File: config.mk
export PLATFORM = sky130hd
export DESIGN_NAME = rtc_hold_ctrl
export DESIGN_NICKNAME = d
export VERILOG_FILES = /design/src/rtl/rtc_hold_pkg.sv /design/src/rtl/rtc_bcd_century.sv /design/src/rtl/rtc_freeze_ctrl.sv /design/src/rtl/rtc_hold_regs.sv /design/src/rtl/rtc_hold_ctrl.sv
export SDC_FILE = /design/constraint.sdc
export NUM_CORES = 1
export LEC_CHECK = 0
export BUFFER_PORTS_ARGS = -buffer_cell sky130_fd_sc_hd__buf_2
export CORE_MARGIN = 2
export CORE_UTILIZATION = 40
export DETAILED_ROUTE_END_ITERATION = 16
export PLACE_DENSITY = 0.72
export SKIP_LAST_GASP = 1
export SYNTH_ARGS = -nofsm -noshare
export SYNTH_HDL_FRONTEND = slang
export SYNTH_SLANG_ARGS = --single-unit
export TNS_END_PERCENT = 10
File: constraint.sdc
create_clock -name clk_i -period 1.7 [get_ports clk_i]
set_clock_uncertainty 0.15 [all_clocks]
set_input_delay 0.17 -clock clk_i [delete_from_list [all_inputs] [get_ports clk_i]]
set_output_delay 0.17 -clock clk_i [all_outputs]
set_load 0.01 [all_outputs]
File: src/rtl/rtc_hold_pkg.sv
package rtc_hold_pkg;
  localparam int FIELD_W    = 8;  // two BCD digits
  localparam int CTRL_R_BIT = 0;  // snapshot
  localparam int CTRL_W_BIT = 1;  // base-time load
  typedef logic [FIELD_W-1:0] field_t;
endpackage

File: src/rtl/rtc_bcd_century.sv
module rtc_bcd_century
  import rtc_hold_pkg::*;
(
  input  logic   clk_i,
  input  logic   rst_ni,
  input  logic   inc_i,
  input  logic   load_i,
  input  field_t load_val_i,
  output field_t cent_o
);
  field_t cent_q;

  always_ff @(posedge clk_i or negedge rst_ni) begin
    if (!rst_ni) begin
      cent_q <= '0;
    end else if (load_i) begin
      cent_q <= load_val_i;
    end else if (inc_i) begin
      if (cent_q[3:0] == 4'd9) begin
        cent_q[3:0] <= 4'd0;
        cent_q[7:4] <= (cent_q[7:4] == 4'd9) ? 4'd0 : cent_q[7:4] + 4'd1;
      end else begin
        cent_q[3:0] <= cent_q[3:0] + 4'd1;
      end
    end
  end

  assign cent_o = cent_q;

  a_r8_wrap_99: assert property (@(posedge clk_i) disable iff (!rst_ni)
    ($past(inc_i) && !$past(load_i) && $past(cent_q) == 8'h99) |-> cent_q == 8'h00);
  a_r6_cent_load: assert property (@(posedge clk_i) disable iff (!rst_ni)
    $past(load_i) |-> cent_q == $past(load_val_i));
endmodule

File: src/rtl/rtc_freeze_ctrl.sv
module rtc_freeze_ctrl
  import rtc_hold_pkg::*;
#(
  parameter int ADDR_W    = 3,
  parameter int CTRL_ADDR = 7
) (
  input  logic              clk_i,
  input  logic              rst_ni,
  input  logic              bus_we_i,
  input  logic [ADDR_W-1:0] bus_addr_i,
  input  field_t            bus_wdata_i,
  input  logic              time_wr_i,
  output logic              w_o,
  output logic              r_o,
  output logic              freeze_o,
  output logic              load_stb_o
);
  logic w_q, r_q, dirty_q, load_stb_q;
  logic ctrl_wr, w_release;

  assign ctrl_wr   = bus_we_i && (bus_addr_i == ADDR_W'(CTRL_ADDR));
  assign w_release = ctrl_wr && w_q && !bus_wdata_i[CTRL_W_BIT];

  always_ff @(posedge clk_i or negedge rst_ni) begin
    if (!rst_ni) begin
      w_q        <= 1'b0;
      r_q        <= 1'b0;
      dirty_q    <= 1'b0;
      load_stb_q <= 1'b0;
    end else begin
      if (ctrl_wr) begin
        w_q <= bus_wdata_i[CTRL_W_BIT];
        r_q <= bus_wdata_i[CTRL_R_BIT];
      end
      if (w_release)      dirty_q <= 1'b0;
      else if (time_wr_i) dirty_q <= 1'b1;
      load_stb_q <= w_release && dirty_q;
    end
  end

  assign w_o        = w_q;
  assign r_o        = r_q;
  // hold stays frozen through the strobe cycle so the load value is stable
  assign freeze_o   = w_q | r_q | load_stb_q;
  assign load_stb_o = load_stb_q;

  a_r6_single_pulse: assert property (@(posedge clk_i) disable iff (!rst_ni)
    load_stb_q |=> !load_stb_q);
  a_r7_needs_dirty: assert property (@(posedge clk_i) disable iff (!rst_ni)
    load_stb_q |-> $past(dirty_q) && $past(w_q));
  a_r5_dirty_only_under_w: assert property (@(posedge clk_i) disable iff (!rst_ni)
    $rose(dirty_q) |-> $past(w_q));
endmodule

File: src/rtl/rtc_hold_regs.sv
module rtc_hold_regs
  import rtc_hold_pkg::*;
#(
  parameter int NF     = 7,
  parameter int ADDR_W = 3
) (
  input  logic               clk_i,
  input  logic               rst_ni,
  input  logic               freeze_i,
  input  logic               wr_en_i,
  input  logic [ADDR_W-1:0]  wr_addr_i,
  input  field_t             wr_data_i,
  input  logic [NF*FIELD_W-1:0] live_i,
  output logic [NF*FIELD_W-1:0] hold_o
);
  logic [NF*FIELD_W-1:0] hold_q;

  for (genvar i = 0; i < NF; i++) begin : g_field
    always_ff @(posedge clk_i or negedge rst_ni) begin
      if (!rst_ni) begin
        hold_q[i*FIELD_W +: FIELD_W] <= '0;
      end else if (wr_en_i && wr_addr_i == ADDR_W'(i)) begin
        hold_q[i*FIELD_W +: FIELD_W] <= wr_data_i;
      end else if (!freeze_i) begin
        hold_q[i*FIELD_W +: FIELD_W] <= live_i[i*FIELD_W +: FIELD_W];
      end
    end
  end

  assign hold_o = hold_q;

  a_r4_frozen: assert property (@(posedge clk_i) disable iff (!rst_ni)
    ($past(freeze_i) && !$past(wr_en_i)) |-> $stable(hold_q));
  a_r2_track: assert property (@(posedge clk_i) disable iff (!rst_ni)
    (!$past(freeze_i) && !$past(wr_en_i)) |-> hold_q == $past(live_i));
endmodule

File: src/rtl/rtc_hold_ctrl.sv
module rtc_hold_ctrl
  import rtc_hold_pkg::*;
#(
  parameter  int CNT_FIELDS = 6,
  localparam int NF         = CNT_FIELDS + 1,
  localparam int CTRL_ADDR  = NF,
  localparam int ADDR_W     = $clog2(NF + 1)
) (
  input  logic                          clk_i,
  input  logic                          rst_ni,
  input  logic                          tick_i,
  input  logic                          year_wrap_i,
  input  logic [CNT_FIELDS*FIELD_W-1:0] cnt_i,
  input  logic                          bus_we_i,
  input  logic [ADDR_W-1:0]             bus_addr_i,
  input  logic [FIELD_W-1:0]            bus_wdata_i,
  output logic [FIELD_W-1:0]            bus_rdata_o,
  output logic [NF*FIELD_W-1:0]         hold_o,
  output logic [FIELD_W-1:0]            century_o,
  output logic                          load_stb_o,
  output logic [CNT_FIELDS*FIELD_W-1:0] load_val_o
);
  logic   w, r, freeze, load_stb, time_wr;
  field_t cent;
  logic [NF*FIELD_W-1:0] live, hold;

  assign time_wr = bus_we_i && w && (bus_addr_i < ADDR_W'(NF));
  assign live    = {cent, cnt_i};

  rtc_freeze_ctrl #(.ADDR_W(ADDR_W), .CTRL_ADDR(CTRL_ADDR)) i_ctrl (
    .clk_i, .rst_ni, .bus_we_i, .bus_addr_i, .bus_wdata_i,
    .time_wr_i(time_wr), .w_o(w), .r_o(r), .freeze_o(freeze), .load_stb_o(load_stb)
  );

  rtc_hold_regs #(.NF(NF), .ADDR_W(ADDR_W)) i_hold (
    .clk_i, .rst_ni, .freeze_i(freeze), .wr_en_i(time_wr), .wr_addr_i(bus_addr_i),
    .wr_data_i(bus_wdata_i), .live_i(live), .hold_o(hold)
  );

  rtc_bcd_century i_cent (
    .clk_i, .rst_ni, .inc_i(tick_i && year_wrap_i), .load_i(load_stb),
    .load_val_i(hold[CNT_FIELDS*FIELD_W +: FIELD_W]), .cent_o(cent)
  );

  always_comb begin
    bus_rdata_o = '0;
    if (bus_addr_i == ADDR_W'(CTRL_ADDR)) begin
      bus_rdata_o[CTRL_W_BIT] = w;
      bus_rdata_o[CTRL_R_BIT] = r;
    end else begin
      for (int i = 0; i < NF; i++)
        if (bus_addr_i == ADDR_W'(i)) bus_rdata_o = hold[i*FIELD_W +: FIELD_W];
    end
  end

  assign hold_o     = hold;
  assign century_o  = cent;
  assign load_stb_o = load_stb;
  assign load_val_o = hold[CNT_FIELDS*FIELD_W-1:0];

  a_r10_load_matches_hold: assert property (@(posedge clk_i) disable iff (!rst_ni)
    load_stb_o |-> $stable(load_val_o));
endmodule

==> impl_results.md, run 1 <==
- Register Area: roughly 1700 µm²
- Port bufs: between 150 and 200
- H-tree depth: 3
- Yosys reg bits: 68
- Post-synth EDFFs: 0
- Core Area: 10300 µm²
- Layout cells sized above 1: 53.5%
- CP max stage delay: 490 ps
- # fillers: 918
- Clock power frac: 14.3%
- Final Max Tran Viols: 0
- Hold path endpoint: i_hold.hold_o[5]
- Post-synth ARST share: 100%
- Multi-input gate area: 2010 µm²
- Leak Pwr: 2.94 nW
- Seq pwr share: 32.6%
- Final setup fails: 41
- Die area: 11400 µm²
- Slew Limit Headroom: a little under 70%
- Cell internal pwr: 5.66 mW
- First-pass GRT wire length: 20.2 mm
- Max Freq: 515 MHz
- Vias: 3999
- CTS Buffer Depth: 2
- # DRC: 0
- Met2 wire len: 6.47 mm
- Crit Reg-Reg Startpoint: i_ctrl.r_o
- Clk slew on worst S/H paths: about 80 ps
- Tightest Pin Transition: approximately 470 ps
- Clock Sink Count: 68
- Worst setup SP type: register
- Die width: 107 µm
- Ys flop type: dfrtp_1
- Vias in the first global route: 3915
- Synth area leaders: dfrtp_1 40%, mux2_2 9.3%, buf_4 9.3%, mux2i_1 5.9%, a221o_1 5.0%
- CTS tree: done
- Met3 wire len: 823 µm
- Unrepaired setup endpoints after global routing: true
- Initial drt markers: 256
- Starting Density: 41.0%
- Util after Layout: 58.1%
- GRT Util Overall: 22.7%
- Post-synth top area share: 40.4%
- Post-Syn Area: 4220 µm²
- Syn avg cell area: roughly 11 µm²
- Setup slack after layout: -242 ps
- Critical path, cell by cell: mux4_2, mux2_4, buf_6
- DRT Pass-1 Iters: 5
- Worst setup startpoint: i_hold.hold_o[24]
- Wl on met1: 5.68 mm
- Post-Syn Instances: 384
- Post-Route WL: 13.2 mm
- Failing checks: setup timing
- Core Rows: 37
- CP Max Fanout: 2
- Worst slack at placement: -131 ps
- Top Layer Used: met4
- Nets: 680
- Gr ovfl total: 0
- Crit share post-route: 114%
- Unique cell type count in the Yosys netlist: 48
- Area leader, netlist: dfrtp_1
- HP Start: cnt_i[5]
- Worst IR Drop VDD: 0.652 mV
- Clock root buffer: clkbuf_8
- P per Cell Area: approximately 1500 nW/µm²
- Area Overhead vs Synth: 41.7%
- Yosys warning count: 0
- Vias per inst: 5.30
- Slowest-stage cell, CP: mux4_2
- Worst EP arrival: 1620 ps
- Worst-skew pair later-pin latency: roughly 330 ps
- Worst R2R Path Depth: 5
- Sw frac: roughly two fifths
- Worst Path Class, Setup: reg -> out
- Reg2Reg Setup Slack: -140 ps
- Maxcap violations: 0
- CTS buffer count: 9
- DP HPWL: just under 10 mm
- Fin crit period: 1940 ps
- R2R Path End: i_hold.hold_o[45]
- Pin count of the biggest net entering global routing: 69
- Initial antenna violation count: 0
- Sequential fraction of the synthesis area: just over 40%
- Hold path depth: 3
- Routed Antenna Nets: 0
- Final Hold Fails: 0
- Worst hold path class: in -> reg
- I/O pin cnt: approximately 190
- Status: finished, violations left
- ANT cells: 0
- Final Wtd Congestion: 0.900
- Crit end category: primary output
- Drt wl/cell: roughly 18 µm
- Worst EP required: 1380 ps
- Net Count, Synth: around 450
- Die height: 107 µm
- Combinational Power Share: 53.1%
- Sw Pwr: 3.59 mW
worst max-delay path by stage:
stage                              to  slack (ps)  cells past startpoint
global placement    i_hold.hold_o[42]         -90                      4
floorplan           i_hold.hold_o[26]        -150                      5
finish                 bus_rdata_o[0]        -240                      3
global route           bus_rdata_o[0]        -260                      3
CTS                    bus_rdata_o[0]        -250                      3
detailed placement  i_hold.hold_o[45]        -130                      4
cell usage in the layout (no fill, tap or decap), types with 3 or more instances in the layout:
cell type,instances
o21ai_1,8
and2_1,9
buf_2,184
mux2_2,30
inv_1,6
nand3_1,12
a21oi_2,3
or4_1,3
nor2_1,13
a21oi_1,15
and3_1,16
buf_4,71
mux2_4,5
a221o_1,21
nand2_1,10
buf_12,4
mux4_2,9
dlygate4sd3_1,31
a31oi_1,4
dfrtp_1,67
clkbuf_8,11
a2bb2oi_1,5
nor3_1,9
nor2b_1,3
o21ai_0,9
buf_6,3
mux2i_1,25
cells by family (layout without fill, tap and decap cells):
family / count (synthesis) / count (layout) / synth area share [%]
xor+xnor: 3 / 3 / 0.623
flops: 68 / 68 / 40.4
simple gates: 90 / 90 / 13.1
compound gates: 76 / 76 / 13.2
mux: 69 / 69 / 20.1
buf+inv: 78 / 313 / 12.7
power by group through the flow:
| stage | combinational [mW] | sequential (mW) | clock (mW) |
|---|---|---|---|
| 4_1_cts | 4.70 | 3.03 | 1.34 |
| 3_3_place_gp | 4.23 | 3.10 | 0 |
| 5_1_grt | 5.27 | 3.11 | 1.41 |
| 6_report | 4.91 | 3.02 | 1.33 |
| 2_1_floorplan | 2.69 | 3.30 | 0 |
| 3_5_place_dp | 4.31 | 3.15 | 0 |
through the flow:
stage / cell area, µm² / setup TNS [ps] / power (mW) / hold WS (ps) / instances
final: 5970 / -3530 / 9.26 / 10.0 / 755
after global routing: 5970 / -6350 / 9.79 / 20.7 / 755
after CTS: 5850 / -4410 / 9.07 / 0.814 / 743
after detailed placement: 5240 / -2540 / 7.46 / 71.7 / 684
after global placement: 5240 / -1430 / 7.33 / 70.0 / 684
after floorplan: 4230 / -1700 / 5.99 / -276 / 384
registers in the layout (all words and copies together), names as in the netlist:
signal and cells:
i_ctrl.w_o 1, i_ctrl.dirty_q 1, i_hold.hold_o 56, i_ctrl.load_stb_o 1, i_ctrl.r_o 1, i_cent.cent_o 8
worst max-delay path: cells and delay by family (launching register included):
| kind | cells | cell delay [ps] |
|---|---|---|
| buffers and inverters | 1 | 120 |
| DFF | 1 | 390 |
| muxes | 2 | 780 |
cell usage after synthesis, types with 2 or more instances:
library cell	number
a2bb2oi_1	5
a32oi_1	2
mux2i_1	25
nor3_1	9
and2_1	9
nand3_1	12
nand2b_1	2
nor2_1	14
a211o_1	2
nor2b_1	3
mux2_2	35
o21ai_1	8
a31oi_1	4
buf_6	3
o21ai_0	9
a21oi_2	2
buf_2	9
mux4_2	9
dfrtp_1	68
or4_1	3
xor2_1	2
o31ai_1	2
nand2_1	10
a21oi_1	16
a221o_1	21
and3_1	16
buf_4	52
inv_1	6
clkbuf_1	6
nor3_4	2
per-layer routing:
layer	vias up	global-route usage (%)
met5	-	0
met1	1960	30.5
met2	180	36.7
li1	1838	-
met3	21	3.16
met4	0	9.55
cell type report:
| class | count | area share (%) |
|---|---|---|
| repair buffers | 293 | 31.4 |
| multi-input cells | 238 | 33.7 |
| inverters | 6 | 0.377 |
| clock inverters | 2 | 0.586 |
| well taps | 136 | 2.85 |
| flip-flops and latches | 68 | 28.5 |
| clock buffers | 12 | 2.60 |
timing repair:
action,CTS,global route
cloned,0,1
endpoints found under the hold margin,98,0
hold buffers,31,0
pin swaps,0,2
buffers inserted,14,11
endpoints found under the setup margin,46,61
gates resized for setup,3,9
Note: power is estimated with default switching activity, not from simulation.
==> inputs of run 2 (changes only) <==
--- a/config.mk
+++ b/config.mk
@@ -10,7 +10,6 @@
 export CORE_UTILIZATION = 40
 export DETAILED_ROUTE_END_ITERATION = 16
 export PLACE_DENSITY = 0.72
-export SKIP_LAST_GASP = 1
 export SYNTH_ARGS = -nofsm -noshare
 export SYNTH_HDL_FRONTEND = slang
 export SYNTH_SLANG_ARGS = --single-unit
==> impl_results.md, run 2 (synthesized netlist as in run 1, its figures left out) <==
- Status: finished, violations left
- Failing checks: setup timing
- Most common cell after layout, fill and taps aside: buf_2
- Vias in the first global route: 3935 (+0.51%)
- M2 GR Usage: 36.6% (-0.091 points)
- Max FFs per register: 56 (unchanged)
- Pin count of the biggest net entering global routing: 69 (unchanged)
- Worst setup SP type: register
- Reg2Reg Setup Slack: -130 ps (about the same)
- Initial antenna violation count: 0 (unchanged)
- Starting Density: 41.0% (unchanged)
- Seq pwr share: 32.7% (about the same)
- Post-Place Cell Area: 5240 µm² (unchanged)
- Sw frac: 38.9% (+0.12 points)
- Routing usage on met3: 3.22% (+0.061 points)
- Worst-skew pair later-pin latency: 330 ps (about the same)
- Clock root buffer: clkbuf_8
- CTS buffer count: 9 (unchanged)
- R2R Path End: i_hold.hold_o[45]
- CP delay by family, top: multiplexers
- Slew Limit Headroom: 71.0% (+2.6 points)
- DP HPWL: 9.76 mm (unchanged)
- Core Rows: 37 (unchanged)
- Crit share post-route: 115% (+0.28 points)
- # fillers: 927 (+0.98%)
- Worst hold path class: in -> reg
- Unrepaired setup endpoints after global routing: true
- CP max stage delay: 490 ps (about the same)
- Post-Route WL: 13.1 mm (-0.66%)
- First-pass GRT wire length: 20.3 mm (+0.31%)
- Worst setup startpoint: i_hold.hold_o[24]
- Final setup fails: 30 (-27%)
- Critical path, cell by cell: mux4_2, mux2_4, buf_6
- Grt met1 use: 30.5% (-0.039 points)
- Gr ovfl total: 0 (unchanged)
- Clock Sink Count: 68 (unchanged)
- Slowest-stage cell, CP: mux4_2
- Worst IR Drop VDD: 0.656 mV (+0.68%)
- CP bufs+invs: 1 (unchanged)
- CTS tree: done
- Maxcap violations: 0 (unchanged)
- Fin crit period: 1950 ps (+4.80 ps)
- H-tree depth: 3 (unchanged)
- Vias: 3988 (-0.28%)
- Die width: 107 µm (unchanged)
- Drt wl/cell: 17.5 µm (-0.13%)
- Crit Reg-Reg Startpoint: i_ctrl.w_o
- Die height: 107 µm (unchanged)
- Final non-filler cell total: 751 (-0.53%)
- Initial drt markers: 251 (-2.0%)
- GRT Max-Usage Layer: met2
- I/O pin cnt: 185 (unchanged)
- Clk slew on worst S/H paths: 70 ps (about the same)
- Setup slack after layout: -247 ps (-4.80 ps)
- HP Start: cnt_i[5]
- Crit end category: primary output
- Multi-input gate area: 2010 µm² (about the same)
- CTS Buffer Depth: 2 (unchanged)
- P per Cell Area: 1550 nW/µm² (about the same)
- Layout cells sized above 1: 53.3% (-0.14 points)
- Final Wtd Congestion: 0.900 (unchanged)
- Cell internal pwr: 5.63 mW (-0.48%)
- DRT Pass-1 Iters: 5 (unchanged)
- Worst EP required: 1380 ps (about the same)
- Worst EP arrival: 1630 ps (about the same)
- Combinational Power Share: 52.9% (-0.2 points)
- Core Area: 10300 µm² (unchanged)
- Register Area: 1700 µm² (unchanged)
- Nets: 676 (-0.59%)
- Final Hold Fails: 0 (unchanged)
- Die area: 11400 µm² (unchanged)
- Worst Path Class, Setup: reg -> out
- Tightest Pin Transition: 435 ps (-39.2 ps)
- Clock power frac: 14.4% (about the same)
- Routed Antenna Nets: 0 (unchanged)
- Cells after DPL: 684 (unchanged)
- Hold path depth: 3 (unchanged)
- Final Instance Area: 5960 µm² (-0.27%)
- Area Overhead vs Synth: 41.3%
- Final Max Tran Viols: 0 (unchanged)
- Max Freq: 514 MHz (-0.25%)
- Worst R2R Path Depth: 4 (-1)
- Sw Pwr: 3.59 mW (about the same)
- # DRC: 0 (unchanged)
- Leak Pwr: 2.92 nW (-0.81%)
- Port bufs: 184 (unchanged)
- CP Max Fanout: 2 (unchanged)
- Hold path endpoint: i_hold.hold_o[5]
- ANT cells: 0 (unchanged)
- Commonest cells after routing, fill and taps aside: 183 x buf_2, 67 x dfrtp_1, 67 x buf_4
- GRT Util Overall: 22.7% (+0.052 points)
- Vias per inst: 5.31 (+0.26%)
==> run 2: changes by cell type in the layout (fill, tap and decap cells not counted), sizes merged <==
cell / delta
buf: -4
==> run 2: how the worst max path moves through the flow <==
stage,cells past startpoint,end
CTS,3,bus_rdata_o[0]
floorplan,5,i_hold.hold_o[26]
detailed placement,4,i_hold.hold_o[45]
global placement,4,i_hold.hold_o[42]
global route,3,bus_rdata_o[0]
finish,3,bus_rdata_o[0]
==> run 2: cell type report <==
type	count	area share, %
flip-flops and latches	68	28.6
inverters	6	0.378
well taps	136	2.86
repair buffers	289	31.3
clock inverters	2	0.588
multi-input cells	238	33.7
clock buffers	12	2.60
==> run 2: what timing repair did <==
| action | in CTS | in global routing |
|---|---|---|
| hold endpoints to repair | 98 | 0 |
| hold buffers | 31 | 0 |
| gates resized for setup | 9 | 7 |
| buffers inserted | 14 | 8 |
| pin swaps | 1 | 0 |
| setup endpoints to repair | 46 | 53 |
==> run 2: power groups by stage <==
stage	combinational, mW	clock [mW]	sequential [mW]
after detailed placement	4.31	0	3.15
final	4.88	1.33	3.02
after global placement	4.23	0	3.10
after CTS	4.72	1.34	3.03
after global routing	5.24	1.41	3.12
after floorplan	2.69	0	3.30
==> run 2: stage by stage <==
step,setup slack [ps],util [%],hold WS [ps],total power [mW],setup TNS [ps]
after floorplan,-152,-,-276,5.99,-1700
after global placement,-87.5,50.9,70.0,7.33,-1430
after detailed placement,-131,50.9,71.7,7.46,-2540
after global routing,-263,58.0,20.7,9.76,-5170
final,-247,58.0,13.1,9.23,-2970
after CTS,-253,57.2,0.814,9.09,-2950
==> run 2: worst min-delay path, stage by stage <==
cell and delay (ps):
buf_2 90, and2_1 120, a221o_1 100
==> run 2: routing by layer <==
layer	vias to the layer above	routed length (µm)
li1	1827	-
met1	1925	5540
met2	201	6290
met3	35	922
met4	0	376
met5	-	0
